$ cat config.mk
export PLATFORM = sky130hd
export DESIGN_NAME = uart_addr_filter
export DESIGN_NICKNAME = d
export VERILOG_FILES = /design/src/rtl/uart_af_pkg.sv /design/src/rtl/uart_af_addr_regs.sv /design/src/rtl/uart_af_accept.sv /design/src/rtl/uart_af_status.sv /design/src/rtl/uart_addr_filter.sv
export SDC_FILE = /design/constraint.sdc
export NUM_CORES = 1
export LEC_CHECK = 0
export BUFFER_PORTS_ARGS = -buffer_cell sky130_fd_sc_hd__buf_2
export CAP_MARGIN = 20
export CORE_MARGIN = 4
export CORE_UTILIZATION = 45
export CTS_CLUSTER_DIAMETER = 50
export CTS_CLUSTER_SIZE = 40
export DETAILED_ROUTE_END_ITERATION = 6
export PLACE_DENSITY_LB_ADDON = 0.2
export SYNTH_ARGS = -nofsm -noshare
export SYNTH_HDL_FRONTEND = slang
export SYNTH_SLANG_ARGS = --single-unit
$ cat constraint.sdc
create_clock -name clk -period 4 [get_ports clk]
set_input_delay 0.4 -clock clk [delete_from_list [all_inputs] [get_ports clk]]
set_output_delay 0.4 -clock clk [all_outputs]
set_load 0.01 [all_outputs]
$ cat src/rtl/uart_af_pkg.sv
package uart_af_pkg;

    localparam int unsigned BYTE_W = 8;

    typedef logic [BYTE_W-1:0] byte_t;

    typedef enum logic [1:0] {
        MODE_SHIFT  = 2'b00,
        MODE_8BIT   = 2'b01,
        MODE_9BIT_F = 2'b10,
        MODE_9BIT_V = 2'b11
    } rx_mode_e;

    typedef struct packed {
        byte_t data;
        logic  bit9;
        logic  stop;
    } rx_frame_t;

    typedef struct packed {
        logic  flag;
        byte_t data;
        logic  bit9;
        logic  fe;
    } rx_status_t;

    function automatic logic mode_is_9bit(rx_mode_e m);
        return (m == MODE_9BIT_F) || (m == MODE_9BIT_V);
    endfunction

    function automatic logic mode_has_stop(rx_mode_e m);
        return m != MODE_SHIFT;
    endfunction

endpackage

$ cat src/rtl/uart_af_addr_regs.sv
module uart_af_addr_regs
    import uart_af_pkg::*;
(
    input  logic  clk,
    input  logic  rst,
    input  logic  addr_we,
    input  logic  mask_we,
    input  byte_t wr_data,
    output byte_t addr_q,
    output byte_t mask_q
);

    always_ff @(posedge clk) begin
        if (rst) begin
            addr_q <= '0;
            mask_q <= '0;
        end else begin
            if (addr_we) addr_q <= wr_data;
            if (mask_we) mask_q <= wr_data;
        end
    end

endmodule

$ cat src/rtl/uart_af_accept.sv
module uart_af_accept
    import uart_af_pkg::*;
(
    input  rx_frame_t frame,
    input  rx_mode_e  mode,
    input  logic      mp_en,
    input  byte_t     addr_q,
    input  byte_t     mask_q,
    output logic      accept,
    output logic      stop_bad
);

    logic [BYTE_W-1:0] given_ok;
    logic [BYTE_W-1:0] bcast_ok;
    byte_t             bcast_val;

    assign bcast_val = addr_q | mask_q;

    // per-bit comparators: masked-off bits and zero broadcast bits always pass
    for (genvar i = 0; i < BYTE_W; i++) begin : g_bit
        assign given_ok[i] = !mask_q[i] || (frame.data[i] == addr_q[i]);
        assign bcast_ok[i] = !bcast_val[i] || frame.data[i];
    end

    logic addr_hit;
    assign addr_hit = (&given_ok) || (&bcast_ok);

    always_comb begin
        unique case (mode)
            MODE_SHIFT:  accept = 1'b1;
            MODE_8BIT:   accept = !mp_en || frame.stop;
            default:     accept = !mp_en || (frame.bit9 && addr_hit);
        endcase
    end

    assign stop_bad = mode_has_stop(mode) && !frame.stop;

endmodule

$ cat src/rtl/uart_af_status.sv
module uart_af_status
    import uart_af_pkg::*;
(
    input  logic       clk,
    input  logic       rst,
    input  logic       frm_done,
    input  rx_frame_t  frame,
    input  rx_mode_e   mode,
    input  logic       accept,
    input  logic       stop_bad,
    input  logic       rf_clr,
    input  logic       fe_clr,
    output rx_status_t st
);

    logic pending;
    logic take;

    assign pending = st.flag && !rf_clr;
    assign take    = frm_done && accept && !pending;

    always_ff @(posedge clk) begin
        if (rst) begin
            st <= '0;
        end else begin
            if (fe_clr) st.fe <= 1'b0;
            if (frm_done && stop_bad) st.fe <= 1'b1;
            if (rf_clr) st.flag <= 1'b0;
            if (take) begin
                st.flag <= 1'b1;
                st.data <= frame.data;
                if (mode_is_9bit(mode))
                    st.bit9 <= frame.bit9;
                else if (mode == MODE_8BIT)
                    st.bit9 <= frame.stop;
            end
        end
    end

    // held frame is frozen while pending
    assert_hold_R9: assert property (@(posedge clk) disable iff (rst)
        (st.flag && !rf_clr) |=> (st.flag && $stable(st.data) && $stable(st.bit9)));

    // error flag is sticky until cleared
    assert_fe_sticky_R10: assert property (@(posedge clk) disable iff (rst)
        (st.fe && !fe_clr) |=> st.fe);

    // shift mode never raises the error flag
    assert_fe_shift_R2: assert property (@(posedge clk) disable iff (rst)
        (frm_done && mode == MODE_SHIFT && !st.fe) |=> !st.fe);

endmodule

$ cat src/rtl/uart_addr_filter.sv
module uart_addr_filter
    import uart_af_pkg::*;
(
    input  logic       clk,
    input  logic       rst,
    input  logic       frm_done,
    input  logic [7:0] frm_data,
    input  logic       frm_bit9,
    input  logic       frm_stop,
    input  logic [1:0] rx_mode,
    input  logic       mp_en,
    input  logic       addr_we,
    input  logic       mask_we,
    input  logic [7:0] wr_data,
    input  logic       rf_clr,
    input  logic       fe_clr,
    input  logic       fe_view,
    output logic       rx_flag,
    output logic [7:0] rx_data,
    output logic       rx_bit9,
    output logic       fe_flag,
    output logic       mode_hi_view
);

    rx_mode_e   mode;
    rx_frame_t  frame;
    byte_t      addr_q, mask_q;
    logic       accept, stop_bad;
    rx_status_t st;

    assign mode  = rx_mode_e'(rx_mode);
    assign frame = '{data: frm_data, bit9: frm_bit9, stop: frm_stop};

    uart_af_addr_regs u_regs (
        .clk     (clk),
        .rst     (rst),
        .addr_we (addr_we),
        .mask_we (mask_we),
        .wr_data (wr_data),
        .addr_q  (addr_q),
        .mask_q  (mask_q)
    );

    uart_af_accept u_acc (
        .frame    (frame),
        .mode     (mode),
        .mp_en    (mp_en),
        .addr_q   (addr_q),
        .mask_q   (mask_q),
        .accept   (accept),
        .stop_bad (stop_bad)
    );

    uart_af_status u_st (
        .clk      (clk),
        .rst      (rst),
        .frm_done (frm_done),
        .frame    (frame),
        .mode     (mode),
        .accept   (accept),
        .stop_bad (stop_bad),
        .rf_clr   (rf_clr),
        .fe_clr   (fe_clr),
        .st       (st)
    );

    assign rx_flag      = st.flag;
    assign rx_data      = st.data;
    assign rx_bit9      = st.bit9;
    assign fe_flag      = st.fe;
    assign mode_hi_view = fe_view ? st.fe : rx_mode[1];

    // shift-mode frame always lands when nothing is pending
    assert_shift_take_R2: assert property (@(posedge clk) disable iff (rst)
        (frm_done && rx_mode == 2'b00 && !rx_flag) |=> (rx_flag && rx_data == $past(frm_data)));

    // mode 1 filtering drops frames with a bad stop bit
    assert_m1_stop_R4: assert property (@(posedge clk) disable iff (rst)
        (frm_done && rx_mode == 2'b01 && mp_en && !frm_stop && !rx_flag) |=> !rx_flag);

    // 9-bit filtering drops data frames (ninth bit 0)
    assert_mp_data_R6: assert property (@(posedge clk) disable iff (rst)
        (frm_done && rx_mode[1] && mp_en && !frm_bit9 && !rx_flag) |=> !rx_flag);

    // bad stop in a framed mode raises the error flag
    assert_fe_set_R10: assert property (@(posedge clk) disable iff (rst)
        (frm_done && rx_mode != 2'b00 && !frm_stop) |=> fe_flag);

endmodule

# --- Word-level counts from Yosys, hierarchy flattened ---
# Cells that the tools add are included.
totals:
  wordCells: 80
  ff_bits: 27
classes:
  eq_ne: 11
  bitwise: 1
  mux: 8
  reduce_logical: 54
ops:
  columns: ["operator", "n"]
  rows:
  - ["$logic_not 1->1", 20]
  - ["$logic_or 1x1->1", 20]
  - ["$reduce_and 8->1", 2]
  - ["$mux 10", 1]
  - ["$eq 1x1->1", 8]
  - ["$or 8x8->8", 1]
  - ["$reduce_bool 2->1", 4]
  - ["$logic_and 1x1->1", 6]
  - ["$mux 1", 6]
  - ["$eq 2x2->1 const B", 2]
  - ["$eq 2x1->1 const B", 1]
  - ["$logic_not 2->1", 1]
  - ["$pmux 1 s2", 1]
  - ["$reduce_and 2->1", 1]

# --- Depth between registers and ports, before layout ---
# Gate-level depths: netlist of run 1.
depth:
  depth_word: 11
  ltp_mapped: 7

# --- Cells and area by module ---
# From an unflattened synthesis of run 1, not the netlist that was laid out.
unflattened:
  cells_unflattened: 138
  area_unflattened_um2: 1290.0
modules_own_cells:
  columns: ["module", "cells_each", "instances", "area_per_inst_um2", "seq_area_each_um2"]
  rows:
  - ["uart_af_addr_regs", 52, 1, 579.3, 320.3]
  - ["uart_af_status", 52, 1, 473.0, 220.2]
  - ["uart_af_accept", 33, 1, 222.7, 0.0]
  - ["uart_addr_filter", 1, 1, 15.0, 0.0]

# --- Worst setup path after synthesis of run 1 ---
# Ideal clock, no wire load.
synth_timing:
  kind: "input-to-reg"
  start: "input rf_clr"
  end: "register, netlist name u_st.st[1]"
  required_ns: 3.881
  setup_time_ns: 0.119
  setup_slack_ns: 2.405
  arrival_time_ns: 1.477
  path_stages: 7
  cell_sequence: "or2b_2 > o2111ai_1 > o32a_1 > o21a_1 > buf_6 > nor2_2 > o221a_1"
synth_between:
  elab_chain_cells: 5
synth_rtl:
  columns: ["element", "line_no", "rtl"]
  rows:
  - ["start, declared", "uart_addr_filter.sv:15", "input logic rf_clr,"]
  - ["$logic_not 1->1", "uart_af_status.sv:19", "assign pending = st.flag && !rf_clr;"]
  - ["$logic_and 1x1->1", "uart_af_status.sv:19", null]
  - ["$logic_not 1->1", "uart_af_status.sv:20", "assign take = frm_done && accept && !pending;"]
  - ["$logic_and 1x1->1", "uart_af_status.sv:20", null]
  - ["$reduce_and 2->1 (no source line)", null, null]
# Every way passes these cells.
# A chain may end at the register's enable or synchronous reset.

# --- Worst setup path after layout of run 1 ---
layout_timing:
  start: "register, netlist name u_st.st[10]"
  end: "register, netlist name u_st.st[7]"
layout_between:
  elab_chain_cells: 3
layout_rtl:
  columns: ["element", "line_no"]
  rows:
  - ["$logic_and 1x1->1", "uart_af_status.sv:19"]
  - ["$logic_not 1->1", "uart_af_status.sv:20"]
  - ["$logic_and 1x1->1", "uart_af_status.sv:20"]
# Every way passes these cells.

==> results.json, run 1 <==
{
  "outcome": "finished, final reports clean",
  "synth_nets": 158,
  "syn_inst": 129,
  "cp_slowest_cell": "o21a_1",
  "max_stage_delay_ps": 520,
  "antenna_found_initial": 0,
  "clk_latency_ps": 320,
  "cp.arrival_ps": 2140,
  "setup_violations": 0,
  "dieArea_um2": 3670,
  "avgSynthCellArea_um2": 9.65,
  "gp_congestion": 0.769,
  "cts_hold_buf": 0,
  "wl_um": 2760,
  "dr.pass1.iters": 4,
  "power_frac_clock_pct": 22.4,
  "required_ps": 4210,
  "crit_path_end_kind": "flop",
  "fp-row-count": 18,
  "dp_hpwl_um": 2120,
  "die_height_um": 60.6,
  "area_growth_pct": 18.9,
  "cts_root_buffer": "clkbuf_4",
  "rsz0062_at_grt": "no",
  "final_cells": 197,
  "drive_gt1_share_pct": 30.5,
  "final.setup.tns_ps": 0,
  "ys_warn_count": 0,
  "ys_types": 25,
  "p_leak_nw": 0.755,
  "clk_pin_slew_ps": 150,
  "maxSlewViolCount": 0,
  "seq_area_frac_synth_pct": 43.4,
  "relSlewSlack_pct": 58.8,
  "n_antenna_cell": 0,
  "mostFrequentLayoutCell": "buf_2",
  "io_pins": 41,
  "initial_core_util_pct": 48.5,
  "max_cap_violations": 0,
  "vias_per_cell": 5.10,
  "worstMarginPinSlew_ps": 617,
  "fin_crit_sh_pct": 48.1,
  "yosysTopAreaCellShare_pct": 43.4,
  "critPathLaunchType": "flop",
  "die_width_um": 60.6,
  "netSwitchingPower_mw": 0.150,
  "grt.overflow.total": 0,
  "postRouteAntennaNets": 0,
  "post_cts_buffers": 0,
  "vias": 1004,
  "fin_ws_ps": 2070,
  "path_max_fanout": 10,
  "grt_pass1_wl_um": 4500,
  "netSwitchingFraction_pct": 28.3,
  "combPwrFrac_pct": 20.8,
  "dpl_worst_slack_ps": 1930,
  "hold_path.class": "input pin to flop",
  "synth_area_leader_cell": "dfxtp_1",
  "critical_path_class": "flop to flop",
  "final_cell_mix": "40 x buf_2, 28 x nor2_1, 27 x dfxtp_1",
  "cts_sinks": 27,
  "routedWlPerCell_um": 14.0,
  "crit_chain": "or2b_2 -> o2111ai_1 -> o32a_1 -> o21a_1 -> mux2i_1 -> nor2_1",
  "grt_usage_pct": 16.4,
  "stdcell_area_um2": 1480,
  "drc": 0,
  "dp_cells": 193,
  "peakVddDrop_mv": 0.230,
  "p_int_mw": 0.379,
  "drt-initial-drc-count": 32,
  "seq_power_share_pct": 56.8,
  "skew_ps": 2.02,
  "cts_inserted_buffers": 3,
  "p_per_area_nw_per_um2": 357,
  "cts_tree": "yes",
  "grt_pass1_vias": 1014,
  "dpl-instance-area_um2": 1450,
  "ys_ff_latch": 27,
  "fmax_ghz": 0.519,
  "period_minus_slack_ps": 1930,
  "cts.repair.resized": 0,
  "synth_area_leaders": "dfxtp_1 43%, mux2i_1 20%, nor2_1 8.4%",
  "htreeDepth": 1,
  "hold_viol": 0,
  "grt_max_degree": 28,
  "port_buffers": 40,
  "syn_area_um2": 1240,
  "layout.nets": 197,
  "clockBufferDepth": 2,
  "core_um2": 2570
}
[cell families after synthesis]
logic type / share of synthesized area [%]
buffers and inverters: 3.62
flip-flops: 43.4
AND/OR/NAND/NOR: 12.3
multiplexers: 21.0
AO/OA/AOI/OAI: 14.1
XOR/XNOR: 5.63
[path summary, 6_finish.rpt]
check / startpoint / endpoint / slack, ps / depth (start not counted)
worst min register to register: u_st.st[4] / u_st.st[4] / 510 / 2
worst max register to register: u_st.st[10] / u_st.st[7] / 2070 / 6
worst max-delay path: u_st.st[10] / u_st.st[7] / 2070 / 6
worst min-delay path: wr_data[7] / u_regs.addr_q[7] / 320 / 3
[synthesized netlist by cell type]
master	number
o21ai_0	3
o2111ai_1	3
and2b_2	1
nor3b_1	1
or2_2	1
o32a_1	1
nand2_1	1
o221a_1	1
o21a_1	2
nor2_1	28
nor2_2	1
mux2i_1	25
buf_1	1
dfxtp_1	27
mux2_2	1
o21bai_1	4
buf_6	1
o21bai_2	2
or2b_2	1
nand4_1	1
inv_1	4
a21oi_1	3
xor2_1	8
a22oi_1	4
clkbuf_1	4
[registers in the layout (all words and copies together), names as in the netlist]
| signal | cells |
|---|---|
| u_regs.mask_q | 8 |
| u_regs.addr_q | 8 |
| u_st.st | 11 |
[layout make-up]
class | count | area (um2)
tap | 30 | 37.5
timing repair buffer | 40 | 200
sequential | 27 | 541
multi-input combinational | 92 | 659
inverter | 4 | 15.0
clock buffer | 3 | 22.5
fill | 251 | 1090
clock inverter | 1 | 5.00
[per-stage QoR]
stage	util, %	power [mW]	hold slack (ps)
after floorplan	-	0.378	484
after global placement	56.6	0.413	473
after detailed placement	56.6	0.417	481
after CTS	57.7	0.535	314
after global routing	57.7	0.562	310
final	57.7	0.529	320
[power groups by stage]
stage                     Clock, mW  Combinational, mW  Sequential [mW]
final                         0.118              0.110            0.300
after global routing          0.137              0.122            0.304
after CTS                     0.123              0.111            0.301
after detailed placement          0              0.111            0.307
after global placement            0              0.107            0.306
after floorplan                   0             0.0686            0.309
[worst max-delay path, delay by kind of cell, from the launching register on]
kind            cells  cell delay (ps)
compound gates      3              840
mux                 1              260
flops               1              350
simple gates        2              360
[metal layers]
layer | share of wire [%] | track usage [%] | routed length, um
met5 | 0 | 0 | 0
met4 | 0.54 | 5.57 | 15
met3 | 5.3 | 3.19 | 146
met2 | 48 | 26.6 | 1320
met1 | 46 | 21.8 | 1280
Power figures use the tool's default switching activity.
==> run 2: changes to the inputs <==
--- a/config.mk
+++ b/config.mk
@@ -8,7 +8,7 @@
 export BUFFER_PORTS_ARGS = -buffer_cell sky130_fd_sc_hd__buf_2
 export CAP_MARGIN = 20
 export CORE_MARGIN = 4
-export CORE_UTILIZATION = 45
+export CORE_UTILIZATION = 44
 export CTS_CLUSTER_DIAMETER = 50
 export CTS_CLUSTER_SIZE = 40
 export DETAILED_ROUTE_END_ITERATION = 6
==> constraint.sdc (replaced) <==
create_clock -name clk -period 1.72 [get_ports clk]
set_input_delay 0.172 -clock clk [delete_from_list [all_inputs] [get_ports clk]]
set_output_delay 0.172 -clock clk [all_outputs]
set_load 0.01 [all_outputs]
==> results.json, run 2 (synthesized netlist as in run 1, its figures left out) <==
{
  "combPwrFrac_pct": 21.4,
  "path_max_fanout": 5,
  "skew_ps": 14.5,
  "post_cts_buffers": 0,
  "r2r_start": "u_regs.addr_q[6]",
  "clockBufferDepth": 2,
  "reg2reg_slack_ps": 80,
  "rsz0062_at_grt": "yes",
  "cts.repair.resized": 0,
  "area_growth_pct": 23.9,
  "core_um2": 2730,
  "peakVddDrop_mv": 0.580,
  "wl_um": 2740,
  "seq_power_share_pct": 56.2,
  "drc": 0,
  "dp_hpwl_um": 2120,
  "fillers": 271,
  "drive_gt1_share_pct": 36.7,
  "drt-initial-drc-count": 39,
  "htreeDepth": 1,
  "hold_path.class": "input pin to flop",
  "grt_max_degree": 28,
  "fmax_ghz": 0.611,
  "final_cell_mix": "40 x buf_2, 28 x nor2_1, 25 x mux2i_1",
  "antenna_found_initial": 0,
  "crit_path_end_kind": "flop",
  "grt_pass1_wl_um": 4410,
  "holdWs_ps": 79.2,
  "fin_ws_ps": 84.2,
  "p_per_area_nw_per_um2": 813,
  "worstMarginPinSlew_ps": 453,
  "dpl-instance-area_um2": 1470,
  "die_width_um": 61.2,
  "hp-start": "wr_data[6]",
  "fin_crit_sh_pct": 95.1,
  "cts_tree": "yes",
  "io_pins": 41,
  "largest_register_ffs": 11,
  "final_cells": 200,
  "stdcell_area_um2": 1540,
  "p_total_mw": 1.25,
  "p_int_mw": 0.897,
  "grt_usage_pct": 15.9,
  "netSwitchingFraction_pct": 28.5,
  "cp_slowest_cell": "dfxtp_2",
  "layout.nets": 199,
  "routedWlPerCell_um": 13.7,
  "reg_top3": "u_st.st (11), u_regs.addr_q (8), u_regs.mask_q (8)",
  "n_antenna_cell": 0,
  "cts_hold_buf": 0,
  "critPathLaunchType": "flop",
  "max_cap_violations": 0,
  "port_buffers": 40,
  "mostFrequentLayoutCell": "buf_2",
  "vias": 1029,
  "critical_path_class": "flop to flop",
  "relSlewSlack_pct": 69.8,
  "maxSlewViolCount": 0,
  "dp_cells": 196,
  "clk_pin_slew_ps": 160,
  "vias_per_cell": 5.15,
  "outcome": "finished, final reports clean",
  "dieArea_um2": 3740,
  "power_frac_clock_pct": 22.3,
  "clk_latency_ps": 330,
  "crit_chain": "o21bai_2 -> o2111ai_1 -> o32a_1 -> o21a_1 -> buf_4 -> o221a_1",
  "grt_pass1_vias": 1011,
  "register_area_um2": 547,
  "multi_input_area_um2": 699,
  "required_ps": 1970,
  "setup_violations": 0,
  "cts_root_buffer": "clkbuf_4",
  "gp_congestion": 0.769,
  "initial_core_util_pct": 45.5,
  "period_minus_slack_ps": 1640,
  "die_height_um": 61.2,
  "cts_inserted_buffers": 3,
  "fp-row-count": 19,
  "top_register": "u_st.st",
  "max_stage_delay_ps": 370,
  "dpl_worst_slack_ps": 56.0,
  "hold_viol": 0,
  "dr.pass1.iters": 2,
  "netSwitchingPower_mw": 0.358,
  "critPathLaunch": "u_regs.addr_q[6]",
  "grt.overflow.total": 0,
  "p_leak_nw": 0.767,
  "cp.arrival_ps": 1880,
  "cts_sinks": 27,
  "postRouteAntennaNets": 0
}
[run 2: changes by cell type in the layout (fill, tap and decap cells not counted)]
cell       delta
dfxtp_1       -5
o2111ai_1     -1
o21bai_1      -3
buf_4         +2
dfxtp_2       +5
o21bai_4      +3
o2111ai_2     +1
[run 2: routing by layer]
| metal | global-route usage (%) | part of all wire, % | vias to the layer above |
|---|---|---|---|
| li1 | - | - | 530 |
| met1 | 19.3 | 43 | 473 |
| met2 | 26.9 | 50 | 24 |
| met3 | 3.77 | 6.0 | 2 |
| met4 | 6.50 | 0.73 | 0 |
| met5 | 0 | 0 | - |
[run 2: cell type report]
class / instances / area share [%]
Multi-Input combinational cell: 92 / 45.3
Sequential cell: 27 / 35.4
Timing Repair Buffer: 42 / 13.9
Tap cell: 31 / 2.51
Clock buffer: 3 / 1.46
Inverter: 4 / 0.973
Clock inverter: 1 / 0.324
[run 2: worst paths after layout]
kind / end / cells after the start
hold / removal: u_regs.addr_q[6] / 3
hold reg to reg: u_st.st[5] / 2
setup / recovery: u_st.st[1] / 6
setup reg to reg: u_st.st[1] / 6
[run 2: power groups by stage]
stage | logic [mW] | registers [mW] | clock network [mW]
floorplan | 0.160 | 0.719 | 0
global placement | 0.257 | 0.712 | 0
detailed placement | 0.263 | 0.714 | 0
CTS | 0.264 | 0.700 | 0.291
global route | 0.301 | 0.713 | 0.311
finish | 0.269 | 0.706 | 0.280
[run 2: worst max-delay path: cells and delay by family, from the launching register on]
family / cells / cell delay (ps)
buffers and inverters: 1 / 160
AOI/OAI and AO/OA: 5 / 1020
DFF: 1 / 370
[run 2: stage by stage]
step,setup TNS (ps),util [%]
detailed placement,0,53.7
finish,0,56.4
global route,-34.4,56.4
floorplan,0,-
global placement,0,53.7
CTS,0,54.7
